`src/rtl/vcap_pkg.sv`:
```
package vcap_pkg;
    localparam int PIX_W        = 5;
    localparam int ADDR_W       = 16;
    localparam int PIX_PER_WORD = 3;
    localparam int WORD_W       = ADDR_W + PIX_W * PIX_PER_WORD;
    localparam int GRP_CNT_W    = $clog2(PIX_PER_WORD);

    typedef logic [PIX_W-1:0]  pixel_t;
    typedef logic [ADDR_W-1:0] addr_t;

    // Earliest pixel sits in the lowest slot.
    typedef struct packed {
        addr_t                         addr;
        pixel_t [PIX_PER_WORD-1:0]     pix;
    } cap_word_t;

    typedef enum logic {
        EDGE_FALL = 1'b0,
        EDGE_RISE = 1'b1
    } edge_kind_e;

    function automatic cap_word_t build_word(addr_t a,
                                             pixel_t [PIX_PER_WORD-1:0] held,
                                             pixel_t last);
        cap_word_t w;
        w.addr = a;
        w.pix  = held;
        w.pix[PIX_PER_WORD-1] = last;
        return w;
    endfunction
endpackage

```
`src/rtl/vcap_glitch_filter.sv`:
```
module vcap_glitch_filter #(
    parameter int SYNC_STAGES   = 2,
    parameter int STABLE_CYCLES = 3
) (
    input  logic clk,
    input  logic rst,
    input  logic din,
    output logic dout
);
    logic [SYNC_STAGES-1:0]   sync_q;
    logic [STABLE_CYCLES-2:0] hist_q;
    logic [STABLE_CYCLES-1:0] window;
    logic                     filt_q;

    assign window = {hist_q, sync_q[SYNC_STAGES-1]};

    always_ff @(posedge clk) begin
        if (rst) begin
            sync_q <= '0;
            hist_q <= '0;
            filt_q <= 1'b0;
        end else begin
            sync_q[0] <= din;
            for (int i = 1; i < SYNC_STAGES; i++) begin
                sync_q[i] <= sync_q[i-1];
            end
            hist_q[0] <= sync_q[SYNC_STAGES-1];
            for (int j = 1; j < STABLE_CYCLES - 1; j++) begin
                hist_q[j] <= hist_q[j-1];
            end
            if (&window) begin
                filt_q <= 1'b1;
            end else if (~|window) begin
                filt_q <= 1'b0;
            end
        end
    end

    assign dout = filt_q;
endmodule

```
`src/rtl/vcap_edge_detect.sv`:
```
module vcap_edge_detect
    import vcap_pkg::*;
#(
    parameter edge_kind_e KIND = EDGE_RISE
) (
    input  logic clk,
    input  logic rst,
    input  logic level,
    output logic pulse
);
    logic level_d;

    always_ff @(posedge clk) begin
        if (rst) begin
            level_d <= 1'b0;
        end else begin
            level_d <= level;
        end
    end

    generate
        if (KIND == EDGE_RISE) begin : g_rise
            assign pulse = level & ~level_d;
        end else begin : g_fall
            assign pulse = ~level & level_d;
        end
    endgenerate
endmodule

```
`src/rtl/vcap_bus_sync.sv`:
```
module vcap_bus_sync #(
    parameter int WIDTH  = 5,
    parameter int STAGES = 2
) (
    input  logic             clk,
    input  logic             rst,
    input  logic [WIDTH-1:0] din,
    output logic [WIDTH-1:0] dout
);
    logic [WIDTH-1:0] stage_q [STAGES];

    always_ff @(posedge clk) begin
        if (rst) begin
            for (int i = 0; i < STAGES; i++) begin
                stage_q[i] <= '0;
            end
        end else begin
            stage_q[0] <= din;
            for (int i = 1; i < STAGES; i++) begin
                stage_q[i] <= stage_q[i-1];
            end
        end
    end

    assign dout = stage_q[STAGES-1];
endmodule

```
`src/rtl/vcap_packer.sv`:
```
module vcap_packer
    import vcap_pkg::*;
#(
    parameter int COL_W  = 9,
    parameter int LINE_W = 9
) (
    input  logic                clk,
    input  logic                rst,
    input  logic                pix_rise,
    input  logic                hs_fall,
    input  logic                vs_fall,
    input  pixel_t              pix_data,
    input  logic                fifo_full,
    output logic                fifo_wr,
    output logic [WORD_W-1:0]   fifo_data,
    output logic                overflow,
    output logic [LINE_W-1:0]   line_num,
    output logic [COL_W-1:0]    col_num
);
    localparam logic [GRP_CNT_W-1:0] LAST_SLOT = GRP_CNT_W'(PIX_PER_WORD - 1);

    addr_t                      addr_q;
    addr_t                      grp_addr_q;
    logic [GRP_CNT_W-1:0]       slot_q;
    pixel_t [PIX_PER_WORD-1:0]  hold_q;
    logic [COL_W-1:0]           col_q;
    logic [LINE_W-1:0]          line_q;
    logic                       wr_q;
    logic                       ovf_q;
    cap_word_t                  data_q;
    cap_word_t                  next_word;
    addr_t                      word_addr;

    assign word_addr = (slot_q == '0) ? addr_q : grp_addr_q;

    always_comb begin
        next_word = build_word(word_addr, hold_q, pix_data);
    end

    always_ff @(posedge clk) begin
        if (rst) begin
            addr_q     <= '0;
            grp_addr_q <= '0;
            slot_q     <= '0;
            hold_q     <= '0;
            col_q      <= '0;
            line_q     <= '0;
            wr_q       <= 1'b0;
            ovf_q      <= 1'b0;
            data_q     <= '0;
        end else begin
            wr_q <= 1'b0;
            if (vs_fall) begin
                addr_q <= '0;
                line_q <= '0;
                col_q  <= '0;
                slot_q <= '0;
            end else if (hs_fall) begin
                col_q  <= '0;
                slot_q <= '0;
                line_q <= line_q + 1'b1;
            end else if (pix_rise) begin
                addr_q         <= addr_q + 1'b1;
                col_q          <= col_q + 1'b1;
                hold_q[slot_q] <= pix_data;
                if (slot_q == '0) begin
                    grp_addr_q <= addr_q;
                end
                if (slot_q == LAST_SLOT) begin
                    slot_q <= '0;
                    if (fifo_full) begin
                        ovf_q <= 1'b1;
                    end else begin
                        wr_q   <= 1'b1;
                        data_q <= next_word;
                    end
                end else begin
                    slot_q <= slot_q + 1'b1;
                end
            end
        end
    end

    assign fifo_wr   = wr_q;
    assign fifo_data = data_q;
    assign overflow  = ovf_q;
    assign line_num  = line_q;
    assign col_num   = col_q;
endmodule

```
`src/rtl/vcap_frontend.sv`:
```
module vcap_frontend
    import vcap_pkg::*;
#(
    parameter int SYNC_STAGES   = 2,
    parameter int STABLE_CYCLES = 3,
    parameter int COL_W         = 9,
    parameter int LINE_W        = 9
) (
    input  logic               clk,
    input  logic               rst,
    input  logic               pix_clk_in,
    input  logic               hsync_in,
    input  logic               vsync_in,
    input  logic [PIX_W-1:0]   pix_in,
    input  logic               fifo_full,
    output logic               fifo_wr,
    output logic [WORD_W-1:0]  fifo_data,
    output logic               overflow,
    output logic [LINE_W-1:0]  line_num,
    output logic [COL_W-1:0]   col_num
);
    localparam int NUM_CTRL = 3;
    localparam edge_kind_e KINDS [NUM_CTRL] = '{EDGE_RISE, EDGE_FALL, EDGE_FALL};

    logic [NUM_CTRL-1:0] raw_ctrl;
    logic [NUM_CTRL-1:0] filt_ctrl;
    logic [NUM_CTRL-1:0] ctrl_pulse;
    logic                pix_rise;
    logic                hs_fall;
    logic                vs_fall;
    pixel_t              pix_synced;

    assign raw_ctrl = {vsync_in, hsync_in, pix_clk_in};

    generate
        for (genvar g = 0; g < NUM_CTRL; g++) begin : g_ctrl
            vcap_glitch_filter #(
                .SYNC_STAGES  (SYNC_STAGES),
                .STABLE_CYCLES(STABLE_CYCLES)
            ) u_filt (
                .clk (clk),
                .rst (rst),
                .din (raw_ctrl[g]),
                .dout(filt_ctrl[g])
            );
            vcap_edge_detect #(
                .KIND(KINDS[g])
            ) u_edge (
                .clk  (clk),
                .rst  (rst),
                .level(filt_ctrl[g]),
                .pulse(ctrl_pulse[g])
            );
        end
    endgenerate

    assign pix_rise = ctrl_pulse[0];
    assign hs_fall  = ctrl_pulse[1];
    assign vs_fall  = ctrl_pulse[2];

    vcap_bus_sync #(
        .WIDTH (PIX_W),
        .STAGES(SYNC_STAGES)
    ) u_pix_sync (
        .clk (clk),
        .rst (rst),
        .din (pix_in),
        .dout(pix_synced)
    );

    vcap_packer #(
        .COL_W (COL_W),
        .LINE_W(LINE_W)
    ) u_packer (
        .clk      (clk),
        .rst      (rst),
        .pix_rise (pix_rise),
        .hs_fall  (hs_fall),
        .vs_fall  (vs_fall),
        .pix_data (pix_synced),
        .fifo_full(fifo_full),
        .fifo_wr  (fifo_wr),
        .fifo_data(fifo_data),
        .overflow (overflow),
        .line_num (line_num),
        .col_num  (col_num)
    );
endmodule

```
`config.mk`:
```
export PLATFORM = sky130hd
export DESIGN_NAME = vcap_frontend
export DESIGN_NICKNAME = d
export VERILOG_FILES = /design/src/rtl/vcap_pkg.sv /design/src/rtl/vcap_glitch_filter.sv /design/src/rtl/vcap_edge_detect.sv /design/src/rtl/vcap_bus_sync.sv /design/src/rtl/vcap_packer.sv /design/src/rtl/vcap_frontend.sv
export SDC_FILE = /design/constraint.sdc
export NUM_CORES = 1
export LEC_CHECK = 0
export ABC_CLOCK_PERIOD_IN_PS = 1600
export BUFFER_PORTS_ARGS = -buffer_cell sky130_fd_sc_hd__buf_2
export CORE_ASPECT_RATIO = 1.2
export CORE_MARGIN = 1
export CORE_UTILIZATION = 51
export DETAILED_ROUTE_END_ITERATION = 16
export PLACE_DENSITY = 0.83
export RECOVER_POWER = 100
export SETUP_SLACK_MARGIN = 0.05
export SYNTH_ARGS = -nofsm -noshare
export SYNTH_HDL_FRONTEND = slang
export SYNTH_HIERARCHICAL = 1
export SYNTH_SLANG_ARGS = --single-unit
```
`constraint.sdc`:
```
create_clock -name clk -period 1.6 [get_ports clk]
set_clock_uncertainty 0.05 [all_clocks]
set_input_delay 0.48 -clock clk [delete_from_list [all_inputs] [get_ports clk]]
set_output_delay 0.48 -clock clk [all_outputs]
set_load 0.05 [all_outputs]
```
======== After elaboration in Yosys (flattened, before gate mapping) ========
Memory sizes are Yosys's and may differ from the RTL's.
Cells that the tools add are included.
W data, S select, Z words.
word-level totals
  bits in registers ....................... 118
  latch bits .............................. 0
  memory bits (writable) .................. 10
  ROM bits ................................ 0
  memories ................................ 1
operators by class
  add/subtract/negate cells ............... 4
  $mul .................................... 0
  divide/modulo/power cells ............... 0
  order comparisons ....................... 2
  equality and inequality tests ........... 4
  shift-type cells ........................ 0
  multiplexer cells ....................... 17
  bitwise gates (word level) .............. 13
  reduce and logical (&&, ||, !) cells .... 15
memories
  memory              depth  bits a word  rd ports  clocked after Yosys merged registers in  write ports  line                 text
  u_pix_sync.stage_q  2      5            2         0                                        2            vcap_bus_sync.sv:10  logic [WIDTH-1:0] stage_q [STAGES];
operators by type and width
  operator                 count
  $add A9 B1 Y9 const B    2
  $add A16 B1 Y16 const B  1
  $mux W16                 1
  $bwmux W15               1
  $mux W5                  3
  $reduce_and A3 Y1        4
  $reduce_or A3 Y1         4
  $demux W5 S2             1
  $mux W1                  10
  $reduce_and A5 Y1        2
  $not A1 Y1               8
  $ne A2 B1 Y1 const B     3
  $reduce_or A5 Y1         1
  $and A1 B1 Y1            3
  $lt A2 B3 Y1 const B     1
  $add A2 B1 Y2 const B    1
  $eq A2 B2 Y1 const B     1
  $ge A2 B1 Y1 const B     1
  $logic_not A2 Y1         1
  $mux W2                  1
  $or A1 B1 Y1             2
  $reduce_and A2 Y1        1
  $reduce_or A2 Y1         1
  $logic_and A1 B1 Y1      1

======== Longest topological paths before layout ========
  depth in word-level cells ............... 5
  depth in mapped cells ................... 7
  depth with buffers taken out ............ 5

======== Hierarchy ========
The synthesis kept the hierarchy.
by module, submodules not included
  module                                    instances  cells an instance  area an instance (µm²)  sequential area each (µm²)
  vcap_packer                               1          454                3777.4                  1901.8
  vcap_glitch_filter                        3          12                 148.9                   100.1
  vcap_bus_sync                             1          25                 300.3                   200.2
  vcap_edge_detect at g_ctrl[1].u_edge ...  2          3                  35.0                    20.0
  vcap_edge_detect at g_ctrl[0].u_edge      1          3                  47.5                    20.0

======== Worst setup path after synthesis ========
No wires, ideal clock.
  path kind ............................... flip-flop to flip-flop
  start point ............................. reg u_packer.col_q[0], in the netlist u_packer/col_num[0]
  end point ............................... reg u_packer.col_q[8], in the netlist u_packer/col_num[8]
  arrival ................................. 1.575 ns
  slack ................................... -0.095 ns
  stages on the path, launching flop included .. 5
  path buffers ............................ 0
  cell sequence ........................... dfxtp_1 -> ha_1 -> nand4_1 -> or3_1 -> a21oi_1
on the way
  longest elaborated chain between the ends .. 1
RTL lines
  element                 line               text
  from (decl)             vcap_packer.sv:26  logic [COL_W-1:0] col_q;
  from (signal assigned)  vcap_packer.sv:64  col_q <= col_q + 1'b1;
  $add A9 B1 Y9           vcap_packer.sv:64
Every way passes these cells.
A chain may end at the register's enable or synchronous reset.

======== Worst setup path after layout ========
  start point ............................. reg g_ctrl[0].u_filt.filt_q
  end point ............................... reg u_packer.grp_addr_q[9]
on the way
  longest elaborated chain between the ends .. 2
RTL lines
  element                      line                      text
  from (decl)                  vcap_glitch_filter.sv:13  logic filt_q;
  from (signal assigned)       vcap_glitch_filter.sv:21  filt_q <= 1'b0;
  from (signal assigned)       vcap_glitch_filter.sv:32  filt_q <= 1'b1;
  from (signal assigned)       vcap_glitch_filter.sv:34  filt_q <= 1'b0;
  $and A1 B1 Y1                vcap_edge_detect.sv:23    assign pulse = level & ~level_d;
  via pix_rise                 vcap_frontend.sv:28       logic pix_rise;
  $reduce_and A3 Y1 (no line)  --
  to (signal assigned)         vcap_packer.sv:67         grp_addr_q <= addr_q;
  to (decl)                    vcap_packer.sv:23         addr_t grp_addr_q;
The timed path passes the listed nets, and every way through them passes these cells.

==> metrics.md <==
| Metric | Value |
|---|---|
| Switching part of the total power | 21.08% |
| Failing checks | negative setup slack |
| Cells after Synth | 524 |
| Worst setup SP type | flop |
| Pwr per Cell Area | 902.2 nW/um2 |
| Antenna-violating nets left | 0 |
| Static leakage | 3.147 nW |
| Final Hold Viols | 0 |
| Vias | 5002 |
| Fmax | 482.4 MHz |
| Top-count cell post-synth | dfxtp_1 |
| Vias per cell | 6.324 |
| Dpl cells | 707 |
| Finished Cell Area | 7727 um2 |
| Layout Utilization | 88.79% |
| # fillers | 318 |
| Clk sinks | 123 |
| Slowest-stage cell, CP | a21oi_1 |
| Initial antenna violation count | 2 |
| H-tree depth | 4 |
| Routability cong. | 0.8191 |
| Mux cell area share after synthesis | 1.294% |
| Simple-gate portion of the synthesized area | 24.15% |
| Syn Nets | 538 |
| HP Class | in2reg |
| Fin crit period | 2073 ps |
| Worst-skew pair later-pin latency | 530 ps |
| Detailed Routing Iterations Pass 1 | 6 |
| Port bufs | 61 |
| Fin crit share | 129.6% |
| Fraction of the mapped netlist area in adder cells | 0.8086% |
| Ratio of cells with drive above 1 in the final layout | 53.26% |
| Dominant synthesized flop cell | dfxtp_1 |
| EDFF count, synth | 0 |
| Critical path cell sequence | nor2b_4, nor3b_4, buf_4, buf_6, and2_4, buf_12, nand2_1, a21oi_1 |
| Clock slew at reported path FFs | 60 ps |
| First-pass GRT wire length | 19480 um |
| Non-Filler Instances | 791 |
| Mean Syn Cell Area | 8.859 um2 |
| Die width | 89.09 um |
| Die height | 106.5 um |
| Placeable Area | 8703 um2 |
| Placed Area | 5290 um2 |
| Number of global-route vias before repair | 4122 |
| Flops & latches, synth | 123 |
| Met1 Track Usage GR | 30.16% |
| Initial Util | 53.34% |
| Complex-gate fraction of the synthesized area | 12.72% |
| Yosys top cell area share | 53.05% |
| # IOs | 62 |
| Largest area contributor in the netlist | dfxtp_1 |
| Met3 GRT Util | 6.522% |
| Grt peak-use layer | met2 |
| Clock root buffer | clkbuf_8 |
| Post-Synth XOR/XNOR Area | 4.151% |
| Hold_buf cts | 0 |
| Status | finished with violations |
| Inserted Clock Buffers | 17 |
| Drc violations | 0 |
| Largest family of logic cells by synthesized area | simple AND/OR/NAND/NOR gates |
| Synth area leaders | dfxtp_1 53%, nand2_1 8.9%, a21oi_1 5.1%, nor2_1 3.7%, nor2b_1 3.1% |
| Layout net count | 678 |
| Gr ovfl total | 0 |
| Area growth syn-to-layout | 66.47% |
| Post-DP HPWL | 6277 um |
| CTS Buffer Depth | 2 |
| WS Path Type | reg2reg |
| Cell Area, Synth | 4642 um2 |
| Synth unique cells | 42 |
| Critical path fanouts, max | 8 |
| WP data required | 1920 ps |
| Sequential power share | 43.8% |
| Die area | 9489 um2 |
| YS warnings | 6 |
| Max-slew headroom | 25.81% |
| Drt wl/cell | 24.79 um |
| Critical path arrival | 2400 ps |
| Iter 0 DRT Violations | 776 |
| Psw | 0.001470 W |
| Clock Power Share | 54.5% |
| Number of setup violations in the final report | 61 |
| Routed WL | 19610 um |
| Gate power share | 1.7% |
| RSZ-0062 raised after global routing | true |
| Asr flop ratio synth | 0% |
| Total GRT Usage | 27.22% |
| GR Util met2 | 46.67% |
| Num rows | 37 |
| Max VDD drop | 1.456 mV |
| Slew @ Worst Pin | 1101 ps |
| CTS tree | built |
| Setup_tns | -4752 ps |
| Synth cell count leaders | 123 x dfxtp_1, 110 x nand2_1, 47 x a21oi_1, 46 x nor2_1, 24 x o21ai_0 |
| Post-synthesis sequential area ratio | 53.05% |
| Slew Limit Fails | 0 |
| Slowest stage delay, CP | 440 ps |
| Critical Path End Type | flop |
| Internal power | 0.005502 W |
| MaxCap Viol Count | 0 |
| Largest net degree at the start of global routing | 87 |
| Ant. Diodes | 0 |
| Setup slack after layout | -473.0 ps |
==> power by group through the flow <==
stage	combinational (W)	clock, W	sequential (W)
finish	0.000115	0.00380	0.00305
global route	0.000120	0.00397	0.00305
CTS	0.0000965	0.00373	0.00307
detailed placement	0.0000938	0	0.00316
global placement	0.0000926	0	0.00316
floorplan	0.0000606	0	0.00316
==> per-stage QoR <==
stage                     hold WS (ps)  setup slack, ps  total power (W)
after floorplan                  363.8            52.71         0.003217
after global placement           367.6           -30.83         0.003253
after detailed placement         372.0           -112.5         0.003255
after CTS                        97.47            2.465         0.006901
after global routing             108.4           -495.5         0.007143
final                            100.2           -473.0         0.006972
==> final timing paths <==
path	startpoint	end	slack [ps]	cells past startpoint
setup / recovery	g_ctrl[0].u_filt/dout	u_packer/grp_addr_q[9]	-470	8
hold / removal	vsync_in	g_ctrl[2].u_filt/sync_q[0]	100	2
setup reg to reg	g_ctrl[0].u_filt/dout	u_packer/grp_addr_q[9]	-470	8
hold reg to reg	u_pix_sync/stage_q[0][3]	u_pix_sync/stage_q[0][8]	380	1
==> metal layers <==
layer	routed length, um	vias to the layer above
li1	-	2055
met4	1375	4
met1	7124	2361
met2	9092	436
met5	24	-
met3	1990	146
==> placed cells by master (no fill, tap or decap), types with 5 or more instances in the layout <==
cell type   n
a21oi_1    13
a21oi_2    34
a311oi_1    6
a311oi_2   10
buf_12      8
buf_2      11
buf_4      62
buf_6      15
buf_8      54
clkbuf_16  21
dfxtp_1    68
dfxtp_2    28
dfxtp_4    27
mux2i_1     6
nand2_1    69
nand2_2    14
nand2_4    27
nand3_1     9
nand4_1     6
nor2_1     34
nor2_2      6
nor2_4      7
nor2b_1    20
nor2b_2     6
o21ai_0    23
or3_1       5
xnor2_1     9
xor2_1     13
==> critical path: cells and delay by family, from the launching register on <==
family          cells  cell delay, ps
compound gates      1             440
buf+inv             3             420
flops               1             340
simple gates        4             640
==> area by class of cell <==
type,count,area (um2),area share [%]
clock buffer,22,452.9,5.861
clock inverter,7,117.6,1.522
inverter,1,3.754,0.04858
multi-input combinational,365,2595,33.58
sequential,123,2599,33.63
tap,117,146.4,1.894
timing repair buffer,156,1813,23.46
==> registers in the layout, indices dropped and copies added (netlist names) <==
name                   count
u_packer/line_num          9
g_ctrl.u_filt/dout         3
g_ctrl.u_filt/sync_q       6
u_packer/addr_q           16
u_packer/fifo_data        31
u_packer/fifo_wr           1
u_packer/col_num           9
u_packer/slot_q            2
g_ctrl.u_filt/hist_q       6
g_ctrl.u_edge/level_d      3
u_packer/grp_addr_q       16
u_packer/overflow          1
u_pix_sync/stage_q        10
u_packer/hold_q           10
==> timing repair <==
item | CTS | global route
pin swaps | 23 | 66
gates resized for setup | 233 | 176
endpoints found under the setup margin | 96 | 118
gates cloned | 1 | 6
setup buffers | 17 | 32
==> kinds of logic after synthesis <==
logic type,Yosys count
adder cells (fa/ha/maj),3
AO/OA/AOI/OAI,99
flip-flops,123
AND/OR/NAND/NOR,235
XOR/XNOR,22
multiplexers,6
buffers and inverters,36
Note: power is estimated with default switching activity, not from simulation.
